[src/rtl/sfmt_pkg.sv]
package sfmt_pkg;
  localparam int SYNC_LEN    = 12;
  localparam int HDR_LEN     = 4;
  localparam int LBA_BIAS    = 150;
  localparam int FRAME_DIV   = 75;
  localparam int SEC_DIV     = 60;
  localparam logic [7:0] HDR_MODE_BYTE = 8'h01;

  typedef enum logic [1:0] {
    MODE_BAD0   = 2'b00,
    MODE_COOKED = 2'b01,
    MODE_RAW    = 2'b10,
    MODE_BAD3   = 2'b11
  } fmt_mode_e;

  // strobes from control to datapath
  typedef struct packed {
    logic load;    // capture address, start conversion, set start position
    logic raw;     // frame kind for load
    logic active;  // frame in progress
    logic step;    // a byte leaves this cycle
  } dp_ctl_t;
endpackage

[src/rtl/sfmt_serdiv.sv]
module sfmt_serdiv #(
  parameter int W = 21,
  parameter int D = 75,
  localparam int RW = $clog2(D) + 1,
  localparam int CW = $clog2(W + 1)
) (
  input  logic          clk,
  input  logic          rstN,
  input  logic          go,
  input  logic [W-1:0]  dividend,
  output logic          done,
  output logic [W-1:0]  quo,
  output logic [RW-1:0] rem
);
  logic [CW-1:0] cnt;
  logic [RW:0]   trial;

  always_comb trial = {rem, quo[W-1]};

  always_ff @(posedge clk) begin
    if (!rstN) begin
      cnt  <= '0;
      quo  <= '0;
      rem  <= '0;
      done <= 1'b0;
    end else begin
      done <= 1'b0;
      if (go) begin
        rem <= '0;
        quo <= dividend;
        cnt <= CW'(W);
      end else if (cnt != '0) begin
        if (trial >= (RW+1)'(D)) begin
          rem <= RW'(trial - (RW+1)'(D));
          quo <= {quo[W-2:0], 1'b1};
        end else begin
          rem <= trial[RW-1:0];
          quo <= {quo[W-2:0], 1'b0};
        end
        cnt <= cnt - 1'b1;
        if (cnt == CW'(1)) done <= 1'b1;
      end
    end
  end

  // a finished remainder is always below the divisor
  a_r5_rem_below_divisor: assert property (@(posedge clk) disable iff (!rstN)
    done |-> (rem < RW'(D)));
endmodule

[src/rtl/sfmt_datapath.sv]
module sfmt_datapath
  import sfmt_pkg::*;
#(
  parameter int ADDR_W   = 20,
  parameter int DATA_LEN = 2048,
  parameter int PAD_LEN  = 288
) (
  input  logic              clk,
  input  logic              rstN,
  input  dp_ctl_t           ctl,
  input  logic [ADDR_W-1:0] lba,
  output logic [ADDR_W+1:0] blkAddr,
  input  logic [7:0]        inData,
  input  logic              inValid,
  output logic              inReady,
  output logic [7:0]        outData,
  output logic              outValid,
  input  logic              outReady,
  output logic              outLast
);
  localparam int DATA_START  = SYNC_LEN + HDR_LEN;
  localparam int PAD_START   = DATA_START + DATA_LEN;
  localparam int RAW_LAST    = PAD_START + PAD_LEN - 1;
  localparam int COOKED_LAST = PAD_START - 1;
  localparam int POS_W       = $clog2(RAW_LAST + 1);
  localparam int DW          = ADDR_W + 1;
  localparam int FRW         = $clog2(FRAME_DIV) + 1;
  localparam int SRW         = $clog2(SEC_DIV) + 1;

  logic [POS_W-1:0]  pos;
  logic              rawR, msfReady;
  logic [ADDR_W-1:0] lbaR;
  logic [DW-1:0]     totSec, minutes;
  logic [FRW-1:0]    frames;
  logic [SRW-1:0]    seconds;
  logic              div1Done, div2Done;
  logic              inSync, inHdr, inDataReg;
  logic [POS_W-1:0]  lastPos;

  sfmt_serdiv #(.W(DW), .D(FRAME_DIV)) u_divFrame (
    .clk(clk), .rstN(rstN), .go(ctl.load),
    .dividend(DW'(lba) + DW'(LBA_BIAS)),
    .done(div1Done), .quo(totSec), .rem(frames));

  sfmt_serdiv #(.W(DW), .D(SEC_DIV)) u_divSec (
    .clk(clk), .rstN(rstN), .go(div1Done),
    .dividend(totSec),
    .done(div2Done), .quo(minutes), .rem(seconds));

  always_comb begin
    inSync    = pos < POS_W'(SYNC_LEN);
    inHdr     = !inSync && (pos < POS_W'(DATA_START));
    inDataReg = (pos >= POS_W'(DATA_START)) && (pos < POS_W'(PAD_START));
    lastPos   = rawR ? POS_W'(RAW_LAST) : POS_W'(COOKED_LAST);
    if (!ctl.active)    outValid = 1'b0;
    else if (inDataReg) outValid = inValid;
    else if (inHdr)     outValid = msfReady;
    else                outValid = 1'b1;
    inReady = ctl.active && inDataReg && outReady;
    outLast = outValid && (pos == lastPos);
    blkAddr = {lbaR, 2'b00};
    if (inSync)         outData = (pos == '0) ? 8'h00 : 8'hFF;
    else if (inHdr) begin
      case (pos[1:0])
        2'd0:    outData = minutes[7:0];
        2'd1:    outData = 8'(seconds);
        2'd2:    outData = 8'(frames);
        default: outData = HDR_MODE_BYTE;
      endcase
    end
    else if (inDataReg) outData = inData;
    else                outData = 8'h00;
  end

  always_ff @(posedge clk) begin
    if (!rstN) begin
      pos      <= '0;
      rawR     <= 1'b0;
      msfReady <= 1'b0;
      lbaR     <= '0;
    end else begin
      if (ctl.load) begin
        pos      <= ctl.raw ? '0 : POS_W'(DATA_START);
        rawR     <= ctl.raw;
        lbaR     <= lba;
        msfReady <= 1'b0;
      end else begin
        if (ctl.step) pos <= pos + 1'b1;
        if (div2Done) msfReady <= 1'b1;
      end
    end
  end

  // a stalled framing byte is held
  a_r8_hold_stable: assert property (@(posedge clk) disable iff (!rstN)
    (outValid && !outReady && !inDataReg) |=> (outValid && $stable(outData)));
  // the accepted last byte ends the frame
  a_r7_last_ends: assert property (@(posedge clk) disable iff (!rstN)
    (outLast && outReady) |=> !outValid);
  // position never runs past the raw frame
  a_r3_pos_bound: assert property (@(posedge clk) disable iff (!rstN)
    ctl.active |-> (pos <= POS_W'(RAW_LAST)));
endmodule

[src/rtl/sfmt_ctrl.sv]
module sfmt_ctrl
  import sfmt_pkg::*;
(
  input  logic       clk,
  input  logic       rstN,
  input  logic       start,
  input  logic [1:0] mode,
  input  logic       outValid,
  input  logic       outReady,
  input  logic       outLast,
  output dp_ctl_t    ctl,
  output logic       errPulse
);
  typedef enum logic {ST_IDLE, ST_RUN} st_e;
  st_e  state;
  logic modeOk;

  always_comb begin
    modeOk     = (mode == 2'(MODE_COOKED)) || (mode == 2'(MODE_RAW));
    ctl.load   = (state == ST_IDLE) && start && modeOk;
    ctl.raw    = (mode == 2'(MODE_RAW));
    ctl.active = (state == ST_RUN);
    ctl.step   = ctl.active && outValid && outReady;
  end

  always_ff @(posedge clk) begin
    if (!rstN) begin
      state    <= ST_IDLE;
      errPulse <= 1'b0;
    end else begin
      errPulse <= (state == ST_IDLE) && start && !modeOk;
      if (ctl.load) state <= ST_RUN;
      else if (ctl.step && outLast) state <= ST_IDLE;
    end
  end

  // a rejection never starts a frame
  a_r11_err_no_run: assert property (@(posedge clk) disable iff (!rstN)
    errPulse |-> (state == ST_IDLE));
  // no rejection is reported while a frame runs
  a_r12_busy_no_err: assert property (@(posedge clk) disable iff (!rstN)
    (state == ST_RUN) |=> !errPulse);
endmodule

[src/rtl/sfmt_sector_fmt.sv]
module sfmt_sector_fmt
  import sfmt_pkg::*;
#(
  parameter int ADDR_W   = 20,
  parameter int DATA_LEN = 2048,
  parameter int PAD_LEN  = 288
) (
  input  logic              clk,
  input  logic              rstN,
  input  logic              start,
  input  logic [1:0]        mode,
  input  logic [ADDR_W-1:0] lba,
  output logic [ADDR_W+1:0] blkAddr,
  input  logic [7:0]        inData,
  input  logic              inValid,
  output logic              inReady,
  output logic [7:0]        outData,
  output logic              outValid,
  input  logic              outReady,
  output logic              outLast,
  output logic              errPulse
);
  dp_ctl_t ctl;

  sfmt_ctrl u_ctrl (
    .clk(clk), .rstN(rstN), .start(start), .mode(mode),
    .outValid(outValid), .outReady(outReady), .outLast(outLast),
    .ctl(ctl), .errPulse(errPulse));

  sfmt_datapath #(.ADDR_W(ADDR_W), .DATA_LEN(DATA_LEN), .PAD_LEN(PAD_LEN)) u_dp (
    .clk(clk), .rstN(rstN), .ctl(ctl), .lba(lba), .blkAddr(blkAddr),
    .inData(inData), .inValid(inValid), .inReady(inReady),
    .outData(outData), .outValid(outValid), .outReady(outReady),
    .outLast(outLast));
endmodule

[config.mk]
export PLATFORM = sky130hd
export DESIGN_NAME = sfmt_sector_fmt
export DESIGN_NICKNAME = d
export VERILOG_FILES = /design/src/rtl/sfmt_pkg.sv /design/src/rtl/sfmt_serdiv.sv /design/src/rtl/sfmt_datapath.sv /design/src/rtl/sfmt_ctrl.sv /design/src/rtl/sfmt_sector_fmt.sv
export SDC_FILE = /design/constraint.sdc
export NUM_CORES = 1
export LEC_CHECK = 0
export ABC_AREA = 0
export BUFFER_PORTS_ARGS = -buffer_cell sky130_fd_sc_hd__buf_2
export CAP_MARGIN = 20
export CORE_UTILIZATION = 60
export CTS_CLUSTER_DIAMETER = 150
export CTS_CLUSTER_SIZE = 30
export DETAILED_ROUTE_END_ITERATION = 10
export PLACE_DENSITY = 0.82
export RECOVER_POWER = 25
export SYNTH_ARGS = -nofsm -noshare
export SYNTH_HDL_FRONTEND = slang
export SYNTH_HIERARCHICAL = 1
export SYNTH_SLANG_ARGS = --single-unit
export TNS_END_PERCENT = 10
[constraint.sdc]
create_clock -name clk -period 4.5 [get_ports clk]
set_input_delay 0.45 -clock clk [delete_from_list [all_inputs] [get_ports clk]]
set_output_delay 0.45 -clock clk [all_outputs]
set_load 0.005 [all_outputs]
==> impl_results.md <==
* Worst setup margin at ~1.9 ns
* Wire per inst at 15.0 um
* Clk sink count at between 100 and 150
* Syn Inst Count at ~650
* Final Critical Period at 2.64 ns
* Post-Synth XOR/XNOR Area at under 10%
* Final Wtd Congestion at about 0.85
* Final setup fails at 0
* Worst flop-to-flop path endpoint: u_dp/pos[4]
* Dominant cells by area after synthesis: dfxtp_1, mux2i_1, nand2_1
* First-pass GRT wire length at ~21 mm
* Synth area leader: dfxtp_1
* Port bufs at 66
* Die height at 98.1 um
* Row Count at 34
* Layout Nets at 739
* Max cap viols at 0
* Residual DRC count at 5
* Largest family of logic cells by synthesized area: simple AND/OR/NAND/NOR gates
* Antenna cell count at 0
* Max VDD drop at about 0.36 mV
* Critical path startpoint: u_dp/pos[0]
* Hold/Removal Path Class: primary input to register
* Endpoints failing hold at 0
* Complex-gate fraction of the synthesized area at around 18%
* Worst endpoint required time at roughly 4.1 ns
* DRT iter0 DRCs at about 270
* Post-CTS setup buffers at 0
* CP Class: register to output port
* Top Family by Delay on Critical Path: compound AO/OA/AOI/OAI gates
* Seq cells post-synth at approximately 110
* Fin crit share at 58.7%
* Outcome: finished, violations left
* Final Max Slew Viols at 0
* Failing checks: DRC
* Post-Synth Adder-Cell Area at 2.71%
* DRT Pass-1 Iters at 11
* CTS tree: done
* RR Startpoint: u_dp/pos[4]
* Synth Area per Inst at approximately 8.6 sq um
* Initial Util at approximately 63%
* Worst Setup EP: outData[1]
* Top_reg_cell synth: dfxtp_1
* WL final at around 12 mm
* Die Area at a little under 10000 sq um
* Final HPWL DP at ~8.7 mm
* CP max stage cell: dfxtp_1
* Post-synth EDFFs at 0
* Setup TNS Final at 0 ns
* Vias per inst at slightly below 6
* Crit path depth at 6
* Clk root buf: clkbuf_8
* Largest net degree at the start of global routing at 42
* Pleak at roughly 2.5 nW
* Clock slew at reported path FFs at roughly 0.11 ns
* Clk buf depth at 2
* Vias in the first global route at ~4500
* Via count at 4725
* Simple-gate area share of the yosys netlist at about 22%
* Share of cells above drive strength 1 at between 15 and 20%
* Slew Limit Headroom at under 10%
* Fillcell total at roughly 740
* Max stage delay on crit path at about 0.46 ns
* Critical-path cell list: inv_1 > ha_1 > a222oi_1 > nor2_1 > a211o_2 > buf_2
* Core area at around 9000 sq um
* Synth top area share at 37.9%
* Reg2reg path depth at 8
* Warnings from Yosys at 6
* Htree depth at 3
* R2R setup slack at roughly 2.0 ns
* Crit Path Max Fanout at 8
* Yosys cell types at 66
* Crit path buf inv count at 2
* Die width at approximately 100 um
* Worst-Margin Slew at 1.42 ns
* Most frequent cells in the layout: dfxtp_1, nand2_1, buf_2
* P&R area growth vs syn at 9.28%
* Setup skew after layout at ~0.015 ns
* Commonest non-fill, non-tap cell in the layout: dfxtp_1
* Cell Area, Synth at approximately 5500 sq um
* Post-DRT Antenna Nets at 0
* Total gr overflow at 0
* RSZ-0062 raised after global routing: no
* Ys async rst share at 0%
* Io pins at around 70
* Initial antenna violation count at 0
* Worst Setup Start Kind: register
* Worst-skew pair later-pin latency at roughly 0.37 ns
* Cts hold-fix bufs at 0
* Peak Freq at 379 MHz
* Worst setup EP type: output port
* Worst path arrival time at between 2 and 2.5 ns
* Post-Place Worst Slack at about 2.0 ns
* Post-synthesis mux area share at between 8 and 9%
* CTS Buf Count at 9
* Global Route Usage Sum at 26.0%
* Ratio of total power to cell area at 488 nW/um^2
* Sequential-to-total area share from yosys stat at between 30% and 40%
* Resize count post-CTS at 0
* Final core occ at around 70%
-- power breakdown --
group / internal (mW) / switching [mW]
registers: 1.10 / 0.182
logic: 0.488 / 0.628
clock network: 0.213 / 0.348
total: 1.80 / 1.16
-- cells by family after synthesis --
logic type      after synthesis
xor+xnor                     35
flops                       105
other cells                   1
buf+inv                      58
compound gates              149
fa+ha+maj                    12
simple gates                240
mux                          45
-- registers in the layout (all words and copies together), names as in the netlist --
| name | count |
|---|---|
| u_ctrl/errPulse | 1 |
| u_ctrl/state | 1 |
| u_dp/lbaR | 20 |
| u_dp/msfReady | 1 |
| u_dp/pos | 12 |
| u_dp/rawR | 1 |
| u_dp/u_divFrame/cnt | 5 |
| u_dp/u_divFrame/done | 1 |
| u_dp/u_divFrame/quo | 21 |
| u_dp/u_divFrame/rem | 8 |
| u_dp/u_divSec/cnt | 5 |
| u_dp/u_divSec/done | 1 |
| u_dp/u_divSec/quo | 21 |
| u_dp/u_divSec/rem | 7 |
-- metal layers --
layer	track usage (%)	share of wire [%]	routed length [um]	vias up
met1	34.4	46	5620	2208
li1	-	-	-	2357
met5	0	0	0	-
met4	10.5	2.0	241	0
met3	3.36	4.7	563	18
met2	43.1	47	5690	142
-- layout make-up --
cell class,instances,area (sq um),share of cell area [%]
clock inverter,7,60.1,0.992
sequential,105,2100,34.7
timing repair buffer,74,404,6.67
multi-input combinational,483,3160,52.2
clock buffer,9,124,2.05
tap,108,135,2.23
inverter,19,71.3,1.18
-- synth_stat cells, types with 2 or more instances --
master / count
a211o_2: 10
a211oi_1: 3
a21boi_0: 4
a21oi_1: 22
a222oi_1: 6
a22oi_1: 2
a31oi_1: 22
and2_1: 23
and3_1: 6
and4_1: 4
buf_1: 3
buf_2: 8
buf_4: 6
buf_6: 3
clkbuf_1: 17
clkbuf_8: 2
dfxtp_1: 105
ha_1: 12
inv_1: 17
inv_2: 2
mux2i_1: 45
nand2_1: 85
nand2b_1: 5
nand3_1: 17
nand4_1: 8
nor2_1: 40
nor2b_1: 24
nor3_1: 10
nor3b_1: 2
nor4_4: 2
o21a_1: 4
o21ai_0: 51
o21ai_1: 5
o31ai_1: 3
or4_1: 3
xnor2_1: 26
xor2_1: 9
-- how the worst min path moves through the flow --
stage                     cells past startpoint             to                from
after floorplan                               2  u_dp/msfReady  u_dp/u_divSec/done
after global routing                          3   u_ctrl/state               start
final                                         3   u_ctrl/state               start
after detailed placement                      2  u_dp/msfReady  u_dp/u_divSec/done
after global placement                        2  u_dp/msfReady  u_dp/u_divSec/done
after CTS                                     3   u_ctrl/state               start
-- stage by stage --
step           instances  power [mW]  area (sq um)  hold WS (ns)
4_1_cts              803        2.89          6030         0.354
5_1_grt              805        3.15          6060         0.366
3_3_place_gp         787        2.30          5850         0.424
3_5_place_dp         787        2.33          5850         0.439
2_1_floorplan        646        2.15          5550         0.411
6_report             805        2.96          6060         0.362
-- worst register-to-register path, cell delays in order (launching register included) --
cell and delay [ns]:
dfxtp_1 0.41, nor4_4 0.47, a21oi_1 0.13, a21oi_2 0.40, a21oi_1 0.16, and3_4 0.23
and4_1 0.25, xor2_1 0.15, o211a_1 0.22
Power figures use the tool's default switching activity.
